### src/rtl/orx_pkg.sv
// Package: shared constants and types for the oversampled receiver.
// Assumes one character format: one start bit, ORX_DATA_W data bits, one stop bit.
package orx_pkg;

    localparam int ORX_DATA_W = 8;

    // Read/write port addresses
    localparam logic REG_STATUS = 1'b0;
    localparam logic REG_DATA   = 1'b1;

    // Status bit positions
    localparam int STAT_FE_BIT    = 0;
    localparam int STAT_NOISE_BIT = 1;

    typedef enum logic [1:0] {
        ST_IDLE  = 2'd0,
        ST_START = 2'd1,
        ST_DATA  = 2'd2,
        ST_STOP  = 2'd3
    } orx_state_e;

    typedef struct packed {
        logic [ORX_DATA_W-1:0] data;
        logic                  noise;
        logic                  frame_err;
    } orx_char_t;

endpackage

### src/rtl/orx_sync.sv
// Module: orx_sync
// Multi-stage synchroniser that brings the asynchronous line into the clock domain.
// Assumes STAGES >= 2. Resets to the idle (high) level so no false edge follows reset.
module orx_sync #(
    parameter int STAGES = 2
) (
    input  logic clk,
    input  logic rst_n,
    input  logic din,
    output logic dout
);

    logic [STAGES-1:0] chain;

    // Shift the raw input through the register chain
    always_ff @(posedge clk) begin
        if (!rst_n) begin
            chain <= '1;
        end else begin
            chain <= {chain[STAGES-2:0], din};
        end
    end

    assign dout = chain[STAGES-1];

endmodule

### src/rtl/orx_framer.sv
// Module: orx_framer
// Character framing state machine. It runs only on sample ticks (OVS per bit).
// It finds the start edge, checks the start bit, votes on the data and stop bits,
// and emits a one-cycle commit pulse with the character and its two flags.
// Assumes OVS >= 16, so that the early start samples fit before mid-bit.
module orx_framer
    import orx_pkg::*;
#(
    parameter int OVS    = 16,
    parameter int DATA_W = ORX_DATA_W
) (
    input  logic              clk,
    input  logic              rst_n,
    input  logic              tick,
    input  logic              rx,
    output logic              commit,
    output orx_char_t         char_o,
    output orx_state_e        state_o
);

    localparam int PH_W  = $clog2(OVS);
    localparam int BIT_W = (DATA_W > 1) ? $clog2(DATA_W) : 1;
    // Zero-based phases of the vote samples: ticks OVS/2, OVS/2+1, OVS/2+2
    localparam logic [PH_W-1:0] PH_V0 = PH_W'(OVS/2 - 1);
    localparam logic [PH_W-1:0] PH_V1 = PH_W'(OVS/2);
    localparam logic [PH_W-1:0] PH_V2 = PH_W'(OVS/2 + 1);
    // Early start-bit check samples in the first half of the bit
    localparam logic [PH_W-1:0] PH_E0 = PH_W'(OVS/2 - 6);
    localparam logic [PH_W-1:0] PH_E1 = PH_W'(OVS/2 - 4);
    localparam logic [PH_W-1:0] PH_E2 = PH_W'(OVS/2 - 2);
    localparam logic [PH_W-1:0] PH_LAST = PH_W'(OVS - 1);
    localparam logic [BIT_W-1:0] BIT_LAST = BIT_W'(DATA_W - 1);

    orx_state_e         state;
    logic [PH_W-1:0]    phase;
    logic [PH_W-1:0]    phase_nxt;
    logic               wrap;
    logic [BIT_W-1:0]   bit_cnt;
    logic               prev_rx;
    logic               vote_a;
    logic               vote_b;
    logic               majority;
    logic               start_sample;
    logic               noise_acc;
    logic [DATA_W-1:0]  shreg;

    // Next phase, bit-boundary detect, vote majority and start-sample select
    always_comb begin
        wrap         = (phase == PH_LAST);
        phase_nxt    = wrap ? '0 : phase + 1'b1;
        majority     = (vote_a & vote_b) | (vote_a & rx) | (vote_b & rx);
        start_sample = (phase_nxt == PH_E0) || (phase_nxt == PH_E1) ||
                       (phase_nxt == PH_E2) || (phase_nxt == PH_V0) ||
                       (phase_nxt == PH_V1) || (phase_nxt == PH_V2);
    end

    // Framing sequencer: edge hunt, start check, data shift, stop decision
    always_ff @(posedge clk) begin
        if (!rst_n) begin
            state     <= ST_IDLE;
            phase     <= '0;
            bit_cnt   <= '0;
            prev_rx   <= 1'b1;
            vote_a    <= 1'b0;
            vote_b    <= 1'b0;
            noise_acc <= 1'b0;
            shreg     <= '0;
            commit    <= 1'b0;
            char_o    <= '0;
        end else begin
            commit <= 1'b0;
            if (tick) begin
                if (state == ST_IDLE) begin
                    prev_rx <= rx;
                    if (prev_rx && !rx) begin
                        state     <= ST_START;
                        phase     <= '0;
                        bit_cnt   <= '0;
                        noise_acc <= 1'b0;
                    end
                end else begin
                    phase <= phase_nxt;
                    if (phase_nxt == PH_V0) begin
                        vote_a <= rx;
                    end
                    if (phase_nxt == PH_V1) begin
                        vote_b <= rx;
                    end
                    if (state == ST_START && start_sample && rx) begin
                        noise_acc <= 1'b1;
                    end
                    if (phase_nxt == PH_V2) begin
                        unique case (state)
                            ST_START: begin
                                if (majority) begin
                                    state   <= ST_IDLE;
                                    prev_rx <= rx;
                                end
                            end
                            ST_DATA: begin
                                shreg <= {majority, shreg[DATA_W-1:1]};
                            end
                            ST_STOP: begin
                                commit           <= 1'b1;
                                char_o.data      <= shreg;
                                char_o.noise     <= noise_acc;
                                char_o.frame_err <= !majority;
                                state            <= ST_IDLE;
                                prev_rx          <= rx;
                            end
                            default: ;
                        endcase
                    end
                    if (wrap) begin
                        if (state == ST_START) begin
                            state   <= ST_DATA;
                            bit_cnt <= '0;
                        end else if (state == ST_DATA) begin
                            if (bit_cnt == BIT_LAST) begin
                                state <= ST_STOP;
                            end else begin
                                bit_cnt <= bit_cnt + 1'b1;
                            end
                        end
                    end
                end
            end
        end
    end

    assign state_o = state;

endmodule

### src/rtl/orx_regs.sv
// Module: orx_regs
// Receive buffer, error flags with two-step clearing, transmit holding register
// and read-data multiplexer. Reads are combinational; their side effects take
// place at the clock edge that ends the read cycle.
// Assumes a read and a write are never strobed in the same cycle.
module orx_regs
    import orx_pkg::*;
#(
    parameter int DATA_W = ORX_DATA_W
) (
    input  logic              clk,
    input  logic              rst_n,
    input  logic              commit,
    input  orx_char_t         char_i,
    input  logic              bus_rd,
    input  logic              bus_wr,
    input  logic              bus_addr,
    input  logic [DATA_W-1:0] bus_wdata,
    output logic [DATA_W-1:0] bus_rdata,
    output logic [DATA_W-1:0] tx_hold,
    output logic [DATA_W-1:0] rx_buf,
    output logic              noise_flag,
    output logic              fe_flag,
    output logic              arm_noise,
    output logic              arm_fe
);

    logic rd_status;
    logic rd_data;
    logic wr_data;
    logic [DATA_W-1:0] status_word;

    // Decode accesses and assemble the status word
    always_comb begin
        rd_status   = bus_rd && (bus_addr == REG_STATUS);
        rd_data     = bus_rd && (bus_addr == REG_DATA);
        wr_data     = bus_wr && (bus_addr == REG_DATA);
        status_word = '0;
        status_word[STAT_FE_BIT]    = fe_flag;
        status_word[STAT_NOISE_BIT] = noise_flag;
    end

    // Receive buffer, flags and clear-sequence arming
    always_ff @(posedge clk) begin
        if (!rst_n) begin
            rx_buf     <= '0;
            noise_flag <= 1'b0;
            fe_flag    <= 1'b0;
            arm_noise  <= 1'b0;
            arm_fe     <= 1'b0;
        end else if (commit) begin
            rx_buf     <= char_i.data;
            noise_flag <= char_i.noise;
            fe_flag    <= char_i.frame_err;
            arm_noise  <= 1'b0;
            arm_fe     <= 1'b0;
        end else if (rd_status) begin
            arm_noise <= noise_flag;
            arm_fe    <= fe_flag;
        end else if (rd_data) begin
            if (arm_noise) begin
                noise_flag <= 1'b0;
            end
            if (arm_fe) begin
                fe_flag <= 1'b0;
            end
            arm_noise <= 1'b0;
            arm_fe    <= 1'b0;
        end
    end

    // Transmit holding register, loaded by writes to the data address
    always_ff @(posedge clk) begin
        if (!rst_n) begin
            tx_hold <= '0;
        end else if (wr_data) begin
            tx_hold <= bus_wdata;
        end
    end

    // Read-data multiplexer
    always_comb begin
        bus_rdata = (bus_addr == REG_DATA) ? rx_buf : status_word;
    end

endmodule

### src/rtl/orx_receiver.sv
// Module: orx_receiver (top)
// Oversampled serial receiver: synchroniser, framer and register block.
// Assumes os_tick pulses for one clock, OVS times per bit, and rxd idles high.
module orx_receiver
    import orx_pkg::*;
#(
    parameter int OVS         = 16,
    parameter int SYNC_STAGES = 2,
    parameter int DATA_W      = ORX_DATA_W
) (
    input  logic              clk,
    input  logic              rst_n,
    input  logic              os_tick,
    input  logic              rxd,
    input  logic              bus_rd,
    input  logic              bus_wr,
    input  logic              bus_addr,
    input  logic [DATA_W-1:0] bus_wdata,
    output logic [DATA_W-1:0] bus_rdata,
    output logic [DATA_W-1:0] tx_hold
);

    logic              rx_s;
    logic              frm_commit;
    orx_char_t         frm_char;
    orx_state_e        frm_state;
    logic [DATA_W-1:0] rx_buf;
    logic              noise_flag;
    logic              fe_flag;
    logic              arm_noise;
    logic              arm_fe;

    orx_sync #(
        .STAGES (SYNC_STAGES)
    ) u_sync (
        .clk   (clk),
        .rst_n (rst_n),
        .din   (rxd),
        .dout  (rx_s)
    );

    orx_framer #(
        .OVS    (OVS),
        .DATA_W (DATA_W)
    ) u_framer (
        .clk     (clk),
        .rst_n   (rst_n),
        .tick    (os_tick),
        .rx      (rx_s),
        .commit  (frm_commit),
        .char_o  (frm_char),
        .state_o (frm_state)
    );

    orx_regs #(
        .DATA_W (DATA_W)
    ) u_regs (
        .clk        (clk),
        .rst_n      (rst_n),
        .commit     (frm_commit),
        .char_i     (frm_char),
        .bus_rd     (bus_rd),
        .bus_wr     (bus_wr),
        .bus_addr   (bus_addr),
        .bus_wdata  (bus_wdata),
        .bus_rdata  (bus_rdata),
        .tx_hold    (tx_hold),
        .rx_buf     (rx_buf),
        .noise_flag (noise_flag),
        .fe_flag    (fe_flag),
        .arm_noise  (arm_noise),
        .arm_fe     (arm_fe)
    );

endmodule

### config.mk
export PLATFORM = sky130hd
export DESIGN_NAME = orx_receiver
export DESIGN_NICKNAME = d
export VERILOG_FILES = /design/src/rtl/orx_pkg.sv /design/src/rtl/orx_sync.sv /design/src/rtl/orx_framer.sv /design/src/rtl/orx_regs.sv /design/src/rtl/orx_receiver.sv
export SDC_FILE = /design/constraint.sdc
export NUM_CORES = 1
export LEC_CHECK = 0
export ABC_AREA = 1
export CORE_MARGIN = 4
export CORE_UTILIZATION = 40
export CTS_CLUSTER_SIZE = 30
export DETAILED_ROUTE_END_ITERATION = 8
export DONT_BUFFER_PORTS = 1
export HOLD_SLACK_MARGIN = 0.02
export PLACE_DENSITY = 0.62
export REMOVE_ABC_BUFFERS = 1
export SLEW_MARGIN = 0
export SYNTH_ARGS = -nofsm -noshare
export SYNTH_HDL_FRONTEND = slang
export SYNTH_SLANG_ARGS = --single-unit
### constraint.sdc
create_clock -name clk -period 4.1 [get_ports clk]
set_input_delay 0.41 -clock clk [delete_from_list [all_inputs] [get_ports clk]]
set_output_delay 0.41 -clock clk [all_outputs]
set_load 0.05 [all_outputs]
* After elaboration in Yosys (flattened, before gate mapping)
Cells that the tools add are included.
Operators by class: eq/ne operators 15, bitwise operators 10, reduce and logical (&&, ||, !) cells 35, add/sub/neg operators 2, multiplexer cells 38
Operator list (count):
- $mux W1 | 18
- $mux W3 | 6
- $mux W2 | 8
- $reduce_and A3 Y1 | 5
- $reduce_bool A2 Y1 | 7
- $eq A4 B3 Y1 const B | 3
- $eq A4 B4 Y1 const B | 3
- $mux W4 | 3
- $reduce_and A4 Y1 | 3
- $mux W8 | 1
- $logic_and A1 B1 Y1 | 6
- $ne A3 B1 Y1 const B | 2
- $reduce_bool A3 Y1 | 2
- $logic_or A1 B1 Y1 | 5
- $not A1 Y1 | 5
- $reduce_and A5 Y1 | 1
- $add A4 B1 Y4 const B | 1
- $eq A2 B2 Y1 const B | 2
- $eq A4 B2 Y1 const B | 1
- $ne A2 B2 Y1 const B | 2
- $pmux W2 S2 | 1
- $reduce_or A4 Y1 | 1
- $add A3 B1 Y3 const B | 1
- $and A1 B1 Y1 | 3
- 8 further kinds | 10
Storage, ports and cells: output and inout bits 16, input bits 15, logic and storage cells 119, bits in registers 54

* Logic depth before layout (Yosys ltp)
Gate-level depths: netlist (run 1).
depth in word-level cells 12, mapped depth 10, gate-level depth less buffers 9

* Cells and area by module
Synthesis (run 1) repeated with hierarchy kept, for this count alone.
Second synthesis, totals: cell total of the unflattened synthesis 313, area total of the unflattened synthesis 2339.7 um^2
Modules (own cells, without submodules):
- orx_framer | sequential area each 640.6 um^2, area each 1473.9 um^2, times used 1, cells each 196
- orx_regs | sequential area each 400.4 um^2, area each 810.8 um^2, times used 1, cells each 111
- orx_sync | sequential area each 40.0 um^2, area each 55.1 um^2, times used 1, cells each 6

* Worst setup path after synthesis (run 1)
No wires, ideal clock.
path type register to register, start point register u_framer.phase[0], end point register u_framer.char_o[0] (netlist name), cell stages (with the launch flop) 11, buffers on the path 1, arrival time 1.456 ns, clock period less this slack 1.570 ns, data required time 3.986 ns, slack 2.530 ns, setup time 0.114 ns, path through dfxtp_1 ha_1 nand2_2 nand3_2 nand2_4 nand3_4 nor2_8 nand2_4 buf_6 nand3_2 nand2_1
On the way: cells in the longest elaborated chain, start to end 4, elaborated cells on any way between the ends 5, classes of those cells add/sub (1); eq/ne (2); mux (1); reduce/logical (1)
RTL lines:
- start, declared | RTL line orx_framer.sv:35 | logic [PH_W-1:0] phase;
- start signal, assigned | RTL line orx_framer.sv:82 | phase <= phase_nxt;
- $add A4 B1 Y4 / $eq A4 B4 Y1 (equally long branches) | RTL line orx_framer.sv:50, orx_framer.sv:49
- $mux W4 * | RTL line orx_framer.sv:50 | phase_nxt = wrap ? '0 : phase + 1'b1;
- $eq A4 B4 Y1 * | RTL line orx_framer.sv:92 | if (phase_nxt == PH_V2) begin
- $reduce_and A4 Y1 (no line) *
- end, declared | RTL line orx_framer.sv:17 | output orx_char_t char_o,
Every way passes the cells marked *; elsewhere a longest branch is shown, timed or not. A chain may end at the register's enable or synchronous reset.

* Worst setup path after layout (run 1)
start point register u_framer.phase[1], end point register u_framer.char_o[9] (netlist name)
Same word-level chain as after synthesis.

==> impl_metrics.toml, run 1 <==
[cells_and_area]
drive_above_1_share = 0.0988
layout_commonest_cell = "nand2_1"
area_delta_synth_final_pct = 5.33
num-nets-final = 345
antenna_cells = 0
final_cell_mix = "nand2_1, nor2_1, dfxtp_1, nand3_1, inv_1"

[setup_path]
worstReg2RegStart = "u_framer.phase[1]"
startpoint_type = "flip-flop"
cp-startpoint = "u_framer.phase[1]"
crit_slowest_cell = "nor3_2"
setup.worst_path.end = "u_framer.char_o[9]"
max_stage_delay_ns = 0.54
cp_common_cell = "nand2_2"
ff2ff_path_depth = 7
path_buf_inv = 0
crit_cells = 7
regToRegEndpoint = "u_framer.char_o[9]"
cp_max_fo = 11
arrival_ns = 2.23
worstSetupEndpointType = "flip-flop"
crit_family = "simple AND/OR/NAND/NOR gates"
required_ns = 4.36
crit_chain = "ha_1 > nand2_2 > nand2_2 > nand3_4 > nor3_2 > nand3_1 > nand2_1"
rrSetupSlack_ns = 2.13
critPathKind = "flip-flop to flip-flop"

[power]
cellPowerDensity_mw_per_mm2 = 371
cellLeakagePower_nw = 1.17
ir_drop_mv = 0.211

[cts]
postCtsSetupBuffers = 0
cts_max_path_buffers = 2
cts_buffers = 5
cts_tree = "yes"
clockRootBuffer = "clkbuf_8"
clk_latency_ns = 0.31
ctsResizeCount = 0
cts_hold_buf = 0
cts_sinks = 54
clk_pin_slew_worst_paths_ns = 0.10
htreeDepth = 2

[route]
totalWireLength_mm = 4.57
routedWlPerCell_um = 11.4
drc = 0
via_per_inst = 4.90
vias = 1955
drtPass1Iterations = 4
drtIter0Drc = 74
drtAntennaViolNets = 0

[timing]
rsz0062_at_grt = "false"
period_share = 0.481
slew_violations = 0
setup_viol = 0
whs_ns = 0.171
skew_ns = 0.00638
period_minus_slack_ns = 1.97
max_slew_margin = 0.546
fmax_mhz = 507
worst_pin_slew_ns = 0.679
hold_viol = 0
fin_setup_tns_ns = 0

[floorplanning]
core-area_sq_mm = 0.00596
die_area_sq_mm = 0.00748
start_util = 0.414
ioPinCount = 31
die_w_um = 86.5
die_y_um = 86.5
std_cell_rows = 28

[grt]
grt_pass1_wl_mm = 7.87
grt_pass1_vias = 1777
grt_overflow = 0
grt_usage = 0.130
grt_max_degree = 54
antenna_found_initial = 0

[yosys]
avgSynthCellArea_sq_um = 7.47
async_reset_ff_frac = 0
synth-edff-count = 0
syn_area_sq_mm = 0.00246
ys_seq_area_frac = 0.439
netlist_instances = 330
synthDistinctLibCells = 28
yosys_most_used_dff = "dfxtp_1"
ys_ff_latch = 54
ys.warnings.count = 0

[flow_run]
drv_cap = 0

[min_path]
hold_class = "primary input to flip-flop"

[placement]
globalplace.congestion = 0.805
hpwl_mm = 3.18
io_buffers = 0

[run_status]
run_status = "complete, no violations"
## worst min-delay path by stage
| stage | start | to | slack [ns] | cells after the start |
|---|---|---|---|---|
| after floorplan | u_sync.chain[0] | u_sync.chain[1] | 0.39 | 1 |
| after global placement | u_sync.chain[0] | u_sync.chain[1] | 0.40 | 1 |
| after detailed placement | u_sync.chain[0] | u_sync.chain[1] | 0.40 | 1 |
| after CTS | bus_rd | u_regs.arm_fe | 0.17 | 1 |
| after global routing | bus_rd | u_regs.arm_fe | 0.15 | 1 |
| final | bus_rd | u_regs.arm_fe | 0.17 | 1 |
## sequential cells by signal, summed over array words and instances (netlist names), 2 cells and up
signal,cells
u_framer.bit_cnt,3
u_framer.char_o,10
u_framer.phase,4
u_framer.shreg,8
u_framer.state_o,2
u_regs.rx_buf,8
u_regs.tx_hold,8
u_sync.chain,2
## Yosys cell counts, drive strengths merged, types with 2 or more instances
master,count,share of area
a21oi,14,0.028
inv,35,0.053
buf,7,0.021
or2,2,0.0051
dfxtp,54,0.44
ha,7,0.036
nand4,4,0.013
nand2,62,0.10
nor2,59,0.097
nor3,4,0.015
clkbuf,7,0.011
nand3,46,0.12
o21ai,26,0.053
## cell type report
class                   instances  area, sq um
flip-flops and latches         54         1080
fillers                       626         3360
clock buffers                   5         68.8
inverters                      35          131
clock inverters                 3         47.5
multi-input cells             227         1170
well taps                      75         93.8
## per-stage QoR
stage	power, mW	instances	utilization	cell area (sq um)	setup WS (ns)
after floorplan	0.597	316	-	2390	2.47
after global placement	0.604	391	0.416	2480	2.17
after detailed placement	0.605	391	0.416	2480	2.14
after CTS	0.978	399	0.436	2600	2.12
after global routing	1.01	399	0.436	2600	1.92
final	0.963	399	0.436	2600	2.13
## cell families after synthesis
family | after synthesis | synth area share
buffers and inverters | 49 | 0.0853
DFF | 54 | 0.439
adders and majority gates | 7 | 0.0355
AOI/OAI and AO/OA | 42 | 0.0868
and+or+nand+nor | 178 | 0.354
## metal layers
| layer | vias up | GRT usage | routed length, um |
|---|---|---|---|
| li1 | 1040 | - | - |
| met1 | 856 | 0.167 | 2260 |
| met2 | 53 | 0.204 | 1960 |
| met3 | 6 | 0.0418 | 281 |
| met4 | 0 | 0.0439 | 62 |
| met5 | - | 0 | 0 |
## where the power goes
group          switching [mW]  leakage, nW  internal [mW]  total, mW
clock network           0.185       0.0591          0.187      0.371
registers              0.0242        0.438          0.534      0.558
logic                  0.0221        0.672         0.0123     0.0344
Power figures use the tool's default switching activity.
==> inputs of run 2 (changes only) <==
- PLACE_DENSITY: 0.62 -> 0.64
- clock period: 4.1 -> 1.8 ns (I/O delays scaled with it)
==> run 2 against run 1 <==
- count of clock-buffer cells in the layout did not move
- worst hold slack lost 0.13 ns
- design area grew 4.8%
- non-clock buffer count increased by 10
- sequential cell count did not move
- worst setup slack got worse by 2.0 ns
- clock power increased by 92%
- die area stayed put
- largest cell class unchanged
==> impl_metrics.toml, run 2 (synthesis results as in run 1) <==
[route]
met1_length_mm = 2.39
dr_wl_met3_um = 276
totalWireLength_mm = 4.98
via_per_inst = 4.99
drtPass1Iterations = 4
drc = 0
drtIter0Drc = 97
drtAntennaViolNets = 0
routedWlPerCell_um = 12.1
met2_length_mm = 2.25
vias = 2045
dr.max_layer_used = "met4"

[cts]
clk_pin_slew_worst_paths_ns = 0.10
cts_sinks = 54
clockRootBuffer = "clkbuf_8"
cts_buffers = 5
clk_latency_ns = 0.31
htreeDepth = 2
cts_max_path_buffers = 2
cts_tree = "yes"

[cells_and_area]
final_cells = 410
largest_register_ffs = 10
area_delta_synth_final_pct = 10.4
drive_above_1_share = 0.128
seqCellArea_sq_mm = 0.00108
layout_commonest_cell = "nand2_1"
fill_cells = 629
final_cell_mix = "nand2_1, nor2_1, dfxtp_1, nand3_1, inv_1"
top_register = "u_framer.char_o"
antenna_cells = 0
multi_input_area_sq_mm = 0.00120
num-nets-final = 356
postLayoutCellArea_sq_mm = 0.00272

[timing]
skew_ns = 0.00878
setup_viol = 0
fin_setup_tns_ns = 0
worst_pin_slew_ns = 0.515
period_share = 0.937
whs_ns = 0.0389
hold_viol = 0
period_minus_slack_ns = 1.69
fmax_mhz = 593
slew_violations = 0
setup_slack_ns = 0.113
max_slew_margin = 0.657

[setup_path]
arrival_ns = 1.93
critPathKind = "flip-flop to flip-flop"
required_ns = 2.05
worstSetupEndpointType = "flip-flop"
startpoint_type = "flip-flop"
cp_max_fo = 8
ff2ff_path_depth = 10

[power]
switchingPower_mw = 0.549
cellLeakagePower_nw = 1.21
p_seq_frac = 0.608
swShare = 0.263
combPwrFrac = 0.052
ir_drop_mv = 0.327
p_clk_frac = 0.341
cellPowerDensity_mw_per_mm2 = 768
p_int_mw = 1.54

[grt]
grt_overflow = 0
grt_pass1_wl_mm = 8.57
grt_usage = 0.141
grt_pass1_vias = 1937
antenna_found_initial = 0
grt_max_degree = 52

[floorplanning]
die_y_um = 86.5
ioPinCount = 31
die_area_sq_mm = 0.00748
std_cell_rows = 28
die_w_um = 86.5
start_util = 0.414
core-area_sq_mm = 0.00596

[placement]
placed_cells_incl_taps = 393
post-place-ws_ns = 0.103
globalplace.congestion = 0.795
place_area_sq_mm = 0.00249
hpwl_mm = 3.30
io_buffers = 0

[min_path]
hold_class = "primary input to flip-flop"
hold_path_depth = 2

[run_status]
run_status = "complete, no violations"

[flow_run]
drv_cap = 0
[run 2: final cells by class]
cell class | instances | area share
multi-input cells | 228 | 0.442
flip-flops and latches | 54 | 0.398
inverters | 35 | 0.0483
repair buffers | 10 | 0.0414
well taps | 75 | 0.0345
clock buffers | 5 | 0.0253
clock inverters | 3 | 0.0106
[run 2: metal layers]
metal	GRT usage	vias up
li1	-	1065
met1	0.182	934
met2	0.235	41
met3	0.0304	5
met4	0.0425	0
met5	0	-
[run 2: repair_timing]
item	CTS	global route
gates resized for setup	0	7
endpoints found under the setup margin	0	19
endpoints found under the hold margin	44	0
setup buffers	0	3
hold buffers	4	0
[run 2: critical path: stages (launching register included)]
cell	delay (ns)
dfxtp_2	0.37
ha_2	0.21
nand2_2	0.12
nand3_2	0.11
nand2_4	0.10
nand3_4	0.10
buf_12	0.16
nor3_4	0.16
buf_6	0.15
nor2_1	0.04
nor2_1	0.10
[run 2: power by group through the flow]
stage,logic (mW),registers [mW],clock network (mW)
3_5_place_dp,0.0797,1.30,0
4_1_cts,0.107,1.27,0.739
2_1_floorplan,0.0652,1.29,0
3_3_place_gp,0.0779,1.30,0
5_1_grt,0.125,1.27,0.797
6_report,0.108,1.27,0.712
[run 2: final timing paths]
path                      from                end  slack, ns
max          u_framer.phase[0]  u_framer.shreg[4]       0.11
min               bus_wdata[6]  u_regs.tx_hold[6]       0.04
max reg2reg  u_framer.phase[0]  u_framer.shreg[4]       0.11
min reg2reg    u_sync.chain[0]    u_sync.chain[1]       0.42
[run 2: stage by stage]
stage	total power, mW	util
after floorplan	1.36	-
after global placement	1.38	0.419
after detailed placement	1.38	0.419
after CTS	2.12	0.444
after global routing	2.19	0.457
final	2.09	0.457
